==> src/rtl/majority_bit_slicer.sv <==
module majority_bit_slicer #(
  parameter int PERIOD      = 40,
  parameter int SAMPLES     = 29,
  parameter int MAJORITY    = 16,
  parameter int FIXED_DELAY = 35,
  parameter int RECOV_DELAY = 5
) (
  input  logic clk,
  input  logic rst,
  input  logic fixed_bus,
  input  logic tx_bit_edge,
  input  logic rx_bit_strobe,
  input  logic energy_pos,
  input  logic energy_neg,
  output logic bit_out,
  output logic bit_valid
);
  localparam int LIM = (FIXED_DELAY > RECOV_DELAY) ? FIXED_DELAY : RECOV_DELAY;
  localparam int DW  = $clog2(LIM + 2);
  localparam int CW  = $clog2(SAMPLES + 1);
  localparam logic [DW-1:0] DLIM = DW'(LIM + 1);
  localparam logic [CW-1:0] LAST = CW'(SAMPLES - 1);
  localparam logic [CW:0]   MAJ  = (CW+1)'(MAJORITY);

  logic [DW-1:0] since;
  logic [CW-1:0] idx, cnt;
  logic          active;

  wire           anchor = fixed_bus ? tx_bit_edge : rx_bit_strobe;
  wire [DW-1:0]  target = fixed_bus ? DW'(FIXED_DELAY) : DW'(RECOV_DELAY);
  wire           start  = (since == target);
  wire           smp    = energy_pos | energy_neg;
  wire [CW:0]    total  = {1'b0, cnt} + (CW+1)'(smp);

  always_ff @(posedge clk) begin
    if (rst)
      since <= '0;
    else if (anchor)
      since <= DW'(1);
    else if (since != '0 && since < DLIM)
      since <= since + DW'(1);
  end

  always_ff @(posedge clk) begin
    if (rst) begin
      active    <= 1'b0;
      idx       <= '0;
      cnt       <= '0;
      bit_out   <= 1'b1;
      bit_valid <= 1'b0;
    end else begin
      bit_valid <= 1'b0;
      if (start) begin
        active <= 1'b1;
        idx    <= CW'(1);
        cnt    <= CW'(smp);
      end else if (active) begin
        cnt <= total[CW-1:0];
        idx <= idx + CW'(1);
        if (idx == LAST) begin
          active    <= 1'b0;
          bit_out   <= (total < MAJ);
          bit_valid <= 1'b1;
        end
      end
    end
  end

  assert_reset_state_R1: assert property (@(posedge clk)
    rst |=> (bit_out && !bit_valid));

  assert_valid_single_R8: assert property (@(posedge clk) disable iff (rst)
    bit_valid |=> !bit_valid);

  assert_valid_ends_window_R4: assert property (@(posedge clk) disable iff (rst)
    bit_valid |-> ($past(active) && !active));

  assert_count_bounded_R3: assert property (@(posedge clk) disable iff (rst)
    active |-> (cnt <= idx));

  assert_bit_held_R10: assert property (@(posedge clk) disable iff (rst)
    !bit_valid |=> (bit_valid || $stable(bit_out)));

endmodule

==> config.mk <==
export PLATFORM = sky130hd
export DESIGN_NAME = majority_bit_slicer
export DESIGN_NICKNAME = d
export VERILOG_FILES = /design/src/rtl/majority_bit_slicer.sv
export SDC_FILE = /design/constraint.sdc
export NUM_CORES = 1
export LEC_CHECK = 0
export BUFFER_PORTS_ARGS = -buffer_cell sky130_fd_sc_hd__clkbuf_2
export CORE_MARGIN = 2
export CORE_UTILIZATION = 35
export CTS_CLUSTER_SIZE = 8
export DETAILED_ROUTE_END_ITERATION = 7
export GPL_TIMING_DRIVEN = 0
export SLEW_MARGIN = 5
export SYNTH_ARGS = -nofsm -noshare
export SYNTH_HDL_FRONTEND = slang
export SYNTH_SLANG_ARGS = --single-unit
==> constraint.sdc <==
create_clock -name clk -period 3.4 [get_ports clk]
set_input_delay 0.17 -clock clk [delete_from_list [all_inputs] [get_ports clk]]
set_output_delay 0.17 -clock clk [all_outputs]
set_load 0.01 [all_outputs]
==> flow_summary_export.csv, run 1 <==
group,metric,value,unit
status,status,"finished clean",
floorplanning,core.rowCount,18,
global_route,grt_start_max_net_pins,11,
detailed_routing,via_per_inst,5.01,
placement,gp_congestion,0.813,
floorplanning,pin_count,9,
final_layout,fin_nets,125,
global_route,grt_usage,11.9,%
timing,setup_tns,0,ns
timing,finalMaxSlewViolations,0,
final_layout,drive_above_1_share,17.1,%
setup_path,critPathMaxFanout,6,
pwr,leakagePower,0.410,nW
floorplanning,dieHeight,56.0,um
timing,clock_skew,0.00736,ns
timing,finalSetupViolCount,0,
placement,dpl.hpwl,1.20,mm
synth,synth_commonest_cells,"19 x dfxtp_1, 16 x nor2_1, 8 x xor2_1",
detailed_routing,dr.pass1.iters,4,
synth,syn_inst,99,
detailed_routing,drc,0,
placement,io_buffers,8,
synth,synth_top_cell_area_share,40.2,%
synth,synth_area_leaders,"dfxtp_1 40%, ha_1 7.9%, xor2_1 7.4%, mux2i_1 6.3%, nor2_1 6.3%",
synth,synthArstFlopShare,0,%
detailed_routing,routed_wl,1.59,mm
timing,worstMarginPinSlew,0.353,ns
synth,synth_edf_count,0,
timing,whs,0.131,ns
clock_network,cts_hold_buf,0,
clock_network,cts_buffers,3,
detailed_routing,ant_nets,0,
detailed_routing,drtIter0Drc,13,
floorplanning,die-area,3140,sq um
detailed_routing,route.detailed.wl_per_inst,11.3,um
synth,synth.most_common_cell,"dfxtp_1",
floorplanning,die_width,56.0,um
clock_network,post_cts_resized,0,
flow_run,drv_cap,0,
clock_network,postCtsSetupBuffers,0,
hold_path,hp-class,"input port to flip-flop",
floorplanning,initial_utilization,37.5,%
timing,slew_headroom,75.8,%
synth,synthFlopType,"dfxtp_1",
timing,fin_crit,1.61,ns
pwr,p_per_area,354,nW/um^2
clock_network,tritoncts,"built",
synth,netlist_area,947,sq um
timing,rsz0062_at_grt,"false",
timing,hold_viol_final,0,
synth,ys_types,30,
global_route,antenna_found_initial,0,
clock_network,htreeDepth,1,
global_route,grt_first_pass_wirelength,2.99,mm
floorplanning,coreArea,2520,sq um
synth,yosys_warnings,0,
final_layout,register_area,380,sq um
setup_path,end_kind,"flip-flop",
timing,fin_crit_sh,47.3,%
timing,fmaxAchievable,0.622,GHz
final_layout,final_util,41.7,%
clock_network,clk_pin_slew,0.11,ns
final_layout,multi_input_area,532,sq um
clock_network,clk_path_buf_depth,2,
global_route,grt_pass1_vias,694,
detailed_routing,num_vias,707,
clock_network,cts-root-buf,"clkbuf_4",
synth,seq_area_frac_synth,40.2,%
setup_path,cp.required,3.60,ns
setup_path,arrival,1.80,ns
setup_path,crit_type,"flip-flop to flip-flop",
final_layout,num-fill-cells,271,
global_route,grt_overflow,0,
final_layout,syn_to_final_growth,11.0,%
pwr,vdd_drop_max,0.000310,V
synth,avgSynthCellArea,9.57,sq um
setup_path,critPathLaunchType,"flip-flop",
synth,synth_fp_nets,112,
synth,yosysTopAreaCell,"dfxtp_1",
final_layout,diodes,0,
clock_network,cts_sinks,19,
clock_network,clk_latency,0.30,ns
synth,ys_ff_latch,19,
==> stage by stage <==
step,instance area [sq um],setup WS [ns],std cells,total power [W]
detailed placement,1020,1.61,137,0.000265
global placement,1020,1.63,137,0.000263
global route,1050,1.60,141,0.000395
floorplan,947,1.78,99,0.000254
finish,1050,1.79,141,0.000372
CTS,1050,1.77,141,0.000382
==> state kept, by name, summed over array words and instances, names as in the netlist <==
name       cells
since          6
cnt            5
bit_out        1
active         1
bit_valid      1
idx            5
==> layer usage <==
metal / vias up / global-route usage (%) / wire [um]
met3: 2 / 4.88 / 64
met5: - / 0 / 0
li1: 366 / - / -
met1: 332 / 14.5 / 765
met2: 7 / 19.5 / 749
met4: 0 / 3.06 / 14
==> final timing paths <==
path | start | endpoint | slack (ns) | cells after the start
max | since[0] | since[1] | 1.79 | 6
max reg2reg | since[0] | since[1] | 1.79 | 6
min reg2reg | cnt[3] | cnt[3] | 0.53 | 2
min | rst | active | 0.13 | 2
==> cells in the final DEF (no fill, tap or decap), types with 2 or more instances in the layout <==
master,n
dfxtp_1,19
nor2_1,16
xor2_1,8
clkbuf_2,8
mux2i_1,6
ha_1,6
inv_1,5
nand2_1,5
a21oi_1,4
nand2b_1,3
nand4_1,3
clkbuf_4,3
nor3_1,2
nand3_1,2
xnor2_1,2
and3_1,2
==> area by class of cell <==
type / count / area share [%]
plain buffers: 2 / 1.55
flip-flops and latches: 19 / 36.2
clock buffers: 4 / 2.50
well taps: 30 / 3.57
multi-input cells: 73 / 50.6
repair buffers: 8 / 3.81
inverters: 5 / 1.79
==> critical path: stages (launching register included) <==
cell and delay, ns:
dfxtp_1 0.51, inv_1 0.08, ha_1 0.20, nor2b_1 0.12, mux2i_1 0.32, mux2i_1 0.23
nor2_1 0.05
==> power by group <==
| part | leakage (nW) | internal (W) | switching, W | total [W] |
|---|---|---|---|---|
| clock network | 0.0150 | 0.0000457 | 0.0000673 | 0.000113 |
| logic | 0.242 | 0.0000140 | 0.0000140 | 0.0000280 |
| registers | 0.153 | 0.000225 | 0.00000592 | 0.000231 |
==> logic make-up (layout without fill, tap and decap cells) <==
logic type	Yosys count	count (layout)	synth area share, %
compound gates	10	10	8.19
xor+xnor	10	10	9.25
fa+ha+maj	6	6	7.93
buf+inv	7	19	3.70
flops	19	19	40.2
mux	6	6	6.34
simple gates	41	41	24.4
Power figures use the tool's default switching activity.
==> run 2, diff against run 1 <==
- clock period: 3.4 -> 1.4 ns (I/O delays scaled with it)
==> run 2 against run 1 <==
  * Largest cell class unchanged
  * Sequential share of layout area shrank 3.4 points
  * Wire length grew 5.3%
  * Global-route usage shrank 0.056 points
  * Worst setup slack lost 1.8 ns
  * The flow now finishes with violations (negative setup slack)
==> flow_summary_export.csv, run 2 (synthesized netlist as in run 1, its figures left out) <==
group,metric,value,unit
floorplanning,coreArea,2520,sq um
clock_network,tritoncts,"built",
pwr,finalPower,0.000918,W
detailed_routing,drtIter0Drc,2,
clock_network,clk_pin_slew,0.10,ns
floorplanning,core.rowCount,18,
setup_path,arrival,1.59,ns
placement,dp_cells,137,
timing,rsz0062_at_grt,"true",
final_layout,num-fill-cells,259,
final_layout,fin_nets,131,
timing,fin_crit_sh,101,%
global_route,antenna_found_initial,0,
setup_path,crit_type,"flip-flop to flip-flop",
clock_network,cts_sinks,19,
final_layout,drive_above_1_share,34.2,%
global_route,grt_pass1_vias,692,
global_route,grt_first_pass_wirelength,2.94,mm
setup_path,worst-r2r-setup-slack,-0.02,ns
timing,clock_skew,0.00228,ns
global_route,grt_start_max_net_pins,11,
detailed_routing,route.detailed.wl_per_inst,11.4,um
pwr,p_per_area,767,nW/um^2
timing,fin_crit,1.42,ns
global_route,top_usage_layer,"met2",
timing,slew_headroom,83.2,%
timing,setup_slack,-0.0151,ns
global_route,met1_usage,15.4,%
detailed_routing,via_per_inst,4.96,
global_route,grt_util_met3,3.72,%
final_layout,register_area,392,sq um
setup_path,critPathMaxFanout,3,
clock_network,cts-root-buf,"clkbuf_4",
final_layout,reg_top3,"since (6), cnt (5), idx (5)",
status,status,"complete, but fails checks",
floorplanning,die-area,3140,sq um
floorplanning,initial_utilization,37.5,%
placement,io_buffers,8,
setup_path,end_kind,"flip-flop",
floorplanning,die_width,56.0,um
final_layout,layout_common_cells,"16 x nor2_1, 14 x dfxtp_1, 8 x xor2_1, 8 x clkbuf_2, 6 x buf_4",
global_route,grt_overflow,0,
clock_network,htreeDepth,1,
timing,hold_viol_final,0,
clock_network,clk_latency,0.29,ns
status,violations,"negative setup slack",
final_layout,stdcell_count,147,
final_layout,syn_to_final_growth,26.3,%
hold_path,hp-class,"input port to flip-flop",
final_layout,multi_input_area,621,sq um
global_route,gr-usage-met2,17.6,%
floorplanning,dieHeight,56.0,um
timing,worstMarginPinSlew,0.251,ns
setup_path,critPathLaunchType,"flip-flop",
final_layout,diodes,0,
detailed_routing,drc,0,
final_layout,largest_reg_flops,6,
setup_path,cp.required,1.57,ns
detailed_routing,routed_wl,1.68,mm
clock_network,cts_hold_buf,0,
detailed_routing,ant_nets,0,
detailed_routing,dr.pass1.iters,2,
flow_run,drv_cap,0,
global_route,grt_usage,11.9,%
floorplanning,pin_count,9,
pwr,vdd_drop_max,0.000446,V
placement,dpl.hpwl,1.20,mm
timing,finalMaxSlewViolations,0,
clock_network,cts_buffers,3,
final_layout,regMostFlops,"since",
timing,finalSetupViolCount,1,
clock_network,clk_path_buf_depth,2,
placement,gp_congestion,0.709,
final_layout,final_common_cell,"nor2_1",
timing,fmaxAchievable,0.707,GHz
detailed_routing,num_vias,729,
pwr,leakagePower,0.441,nW
## run 2: repair_timing
action                     4_1_cts  5_1_grt
buffers inserted                 2        4
resized for setup                5       11
pin swaps                        2        5
gates cloned                     0        0
setup endpoints to repair        4       12
## run 2: metrics by stage
step           setup slack (ns)  util (%)  area (sq um)  hold slack (ns)  TNS [ns]
3_5_place_dp             -0.167      41.6          1050            0.350    -0.371
2_1_floorplan           0.00589         -           971            0.132         0
5_1_grt                 -0.0547      47.4          1200           0.0905   -0.0642
4_1_cts                0.000613      43.8          1110           0.0388         0
6_report                -0.0151      47.4          1200           0.0638   -0.0151
3_3_place_gp             -0.136      41.6          1050            0.346    -0.228
## run 2: area by class of cell
cell class	instances	share of cell area [%]
Inverter	5	1.57
Clock buffer	4	2.20
Timing Repair Buffer	14	7.11
Sequential cell	19	32.7
Tap cell	30	3.14
Multi-Input combinational cell	73	51.9
Buffer	2	1.36
## run 2: layer usage
metal | part of all wire (%) | wire length, um
met1 | 48 | 797
met2 | 46 | 771
met3 | 4.2 | 71
met4 | 2.2 | 37
met5 | 0 | 0
## run 2: worst paths after layout
check,start,to,cells after the start
setup / recovery,cnt[0],bit_out,6
hold / removal,rst,since[0],2
hold reg to reg,idx[4],idx[4],2
setup reg to reg,cnt[0],bit_out,6
## run 2: where the power goes
part / switching (W) / leakage, nW / internal (W) / total, W
clock: 0.000158 / 0.0150 / 0.000111 / 0.000269
sequential: 0.00000576 / 0.156 / 0.000547 / 0.000552
combinational: 0.0000483 / 0.270 / 0.0000485 / 0.0000968
## run 2: worst max-delay path: stages, from the launching register on
cell and delay, ns:
dfxtp_2 0.35, ha_4 0.17, ha_4 0.15, and3_4 0.18
and3_4 0.17, nor3_4 0.18, a41oi_2 0.10
==> run 3, diff against run 2 <==
- SETUP_SLACK_MARGIN: not set -> 0.2
==> run 3 against run 2 <==
  * The run now ends clean
  * Highest routed layer unchanged
  * Clock skew shrank 0.00096 ns
  * Via count grew 5.5%
  * Worst setup slack gained 0.065 ns
  * Core utilization grew 5.0 points
==> flow_summary_export.csv, run 3 (synthesized netlist as in run 1, its figures left out) <==
group,metric,value,unit
pwr,p_int,0.000706,W
final_layout,layout_common_cells,"11 x nor2_1, 9 x dfxtp_1, 9 x buf_4, 8 x clkbuf_2, 7 x xor2_1",
timing,clock_skew,0.00132,ns
final_layout,diodes,0,
global_route,grt_usage,12.3,%
flow_run,drv_cap,0,
setup_path,worst-r2r-setup-slack,0.05,ns
detailed_routing,num_vias,769,
floorplanning,die-area,3140,sq um
setup_path,crit_chain,"ha_4 -> ha_4 -> and3_4 -> and3_4 -> nor3_4 -> a41oi_2",
placement,dpl.hpwl,1.20,mm
detailed_routing,ant_nets,0,
pwr,p_comb_share,12.0,%
detailed_routing,drtIter0Drc,9,
pwr,clkPwrFrac,29.1,%
floorplanning,dieHeight,56.0,um
setup_path,critPathMaxFanout,3,
final_layout,regMostFlops,"since",
setup_path,cpPeakStageDelay,0.35,ns
placement,place_ws,-0.0883,ns
timing,setup_slack,0.0496,ns
final_layout,fin_nets,135,
final_layout,stdcell_count,151,
pwr,p_seq_share,58.9,%
setup_path,critPathLaunchType,"flip-flop",
pwr,finalPower,0.000932,W
timing,rsz0062_at_grt,"true",
pwr,leakagePower,0.469,nW
global_route,antenna_found_initial,0,
detailed_routing,via_per_inst,5.09,
timing,whs,0.0826,ns
pwr,p_sw_share,24.2,%
timing,finalMaxSlewViolations,0,
status,status,"finished clean",
clock_network,cts-root-buf,"clkbuf_4",
detailed_routing,route.detailed.wl_per_inst,12.0,um
global_route,grt_start_max_net_pins,11,
timing,hold_viol_final,0,
placement,dp_cells,137,
setup_path,crit_type,"flip-flop to flip-flop",
final_layout,largest_reg_flops,6,
timing,setup_tns,0,ns
timing,slew_headroom,83.0,%
timing,finalSetupViolCount,0,
setup_path,cp.required,1.57,ns
clock_network,clk_path_buf_depth,2,
final_layout,final_common_cell,"nor2_1",
hold_path,hp-class,"input port to flip-flop",
global_route,grt_overflow,0,
timing,fin_crit_sh,96.5,%
pwr,p_per_area,705,nW/um^2
floorplanning,die_width,56.0,um
setup_path,cp_slowest_cell,"dfxtp_2",
detailed_routing,dr.pass1.iters,4,
detailed_routing,drc,0,
placement,io_buffers,8,
final_layout,drive_above_1_share,52.1,%
detailed_routing,routed_wl,1.81,mm
floorplanning,coreArea,2520,sq um
clock_network,cts_sinks,19,
setup_path,end_kind,"flip-flop",
clock_network,tritoncts,"built",
setup_path,arrival,1.52,ns
floorplanning,initial_utilization,37.5,%
pwr,switching_power,0.000226,W
final_layout,reg_top3,"since (6), cnt (5), idx (5)",
clock_network,htreeDepth,1,
timing,fin_crit,1.35,ns
timing,worstMarginPinSlew,0.255,ns
placement,gp_congestion,0.747,
global_route,grt_first_pass_wirelength,3.11,mm
floorplanning,pin_count,9,
clock_network,cts_buffers,3,
global_route,grt_pass1_vias,693,
timing,fmaxAchievable,0.740,GHz
final_layout,syn_to_final_growth,39.6,%
clock_network,clk_latency,0.28,ns
pwr,vdd_drop_max,0.000351,V
clock_network,clk_pin_slew,0.11,ns
floorplanning,core.rowCount,18,
clock_network,cts_hold_buf,0,
## run 3: power by group through the flow
stage,Clock [W],Sequential [W],Combinational [W]
6_report,0.000271,0.000549,0.000112
5_1_grt,0.000309,0.000549,0.000124
4_1_cts,0.000287,0.000550,0.000103
3_5_place_dp,0,0.000575,0.0000711
3_3_place_gp,0,0.000575,0.0000684
2_1_floorplan,0,0.000571,0.0000497
## run 3: what timing repair did
action	in CTS	in global routing
resized for setup	13	25
setup endpoints to repair	15	18
setup buffers	7	3
pin swaps	7	7
## run 3: worst paths after layout
path	cells after the start	to	startpoint
worst max-delay path	6	bit_out	cnt[0]
worst min-delay path	2	since[0]	rst
worst max register to register	6	bit_out	cnt[0]
worst min register to register	2	active	active
## run 3: metrics by stage
stage	area (sq um)	util (%)
floorplan	1000	-
global placement	1080	42.8
detailed placement	1080	42.8
CTS	1200	47.6
global route	1320	52.4
finish	1320	52.4
## run 3: metal layers
metal  vias to the layer above  wire (um)  global-route usage (%)
li1                        388          -                       -
met1                       370        888                    16.3
met2                         9        859                    19.7
met3                         2         52                    2.79
met4                         0         10                    4.08
met5                         -          0                       0
## run 3: critical path, delay by kind of cell (launching register included)
kind                       cells  cell delay [ns]
adders and majority gates      2             0.32
and+or+nand+nor                3             0.46
AOI/OAI and AO/OA              1             0.11
DFF                            1             0.35
## run 3: layout make-up
type / instances / area, sq um
Sequential cell: 19 / 405
Timing Repair Buffer: 18 / 119
Inverter: 5 / 18.8
Clock buffer: 4 / 26.3
Tap cell: 30 / 37.5
Multi-Input combinational cell: 73 / 697
Buffer: 2 / 18.8
Fill cell: 225 / 1200
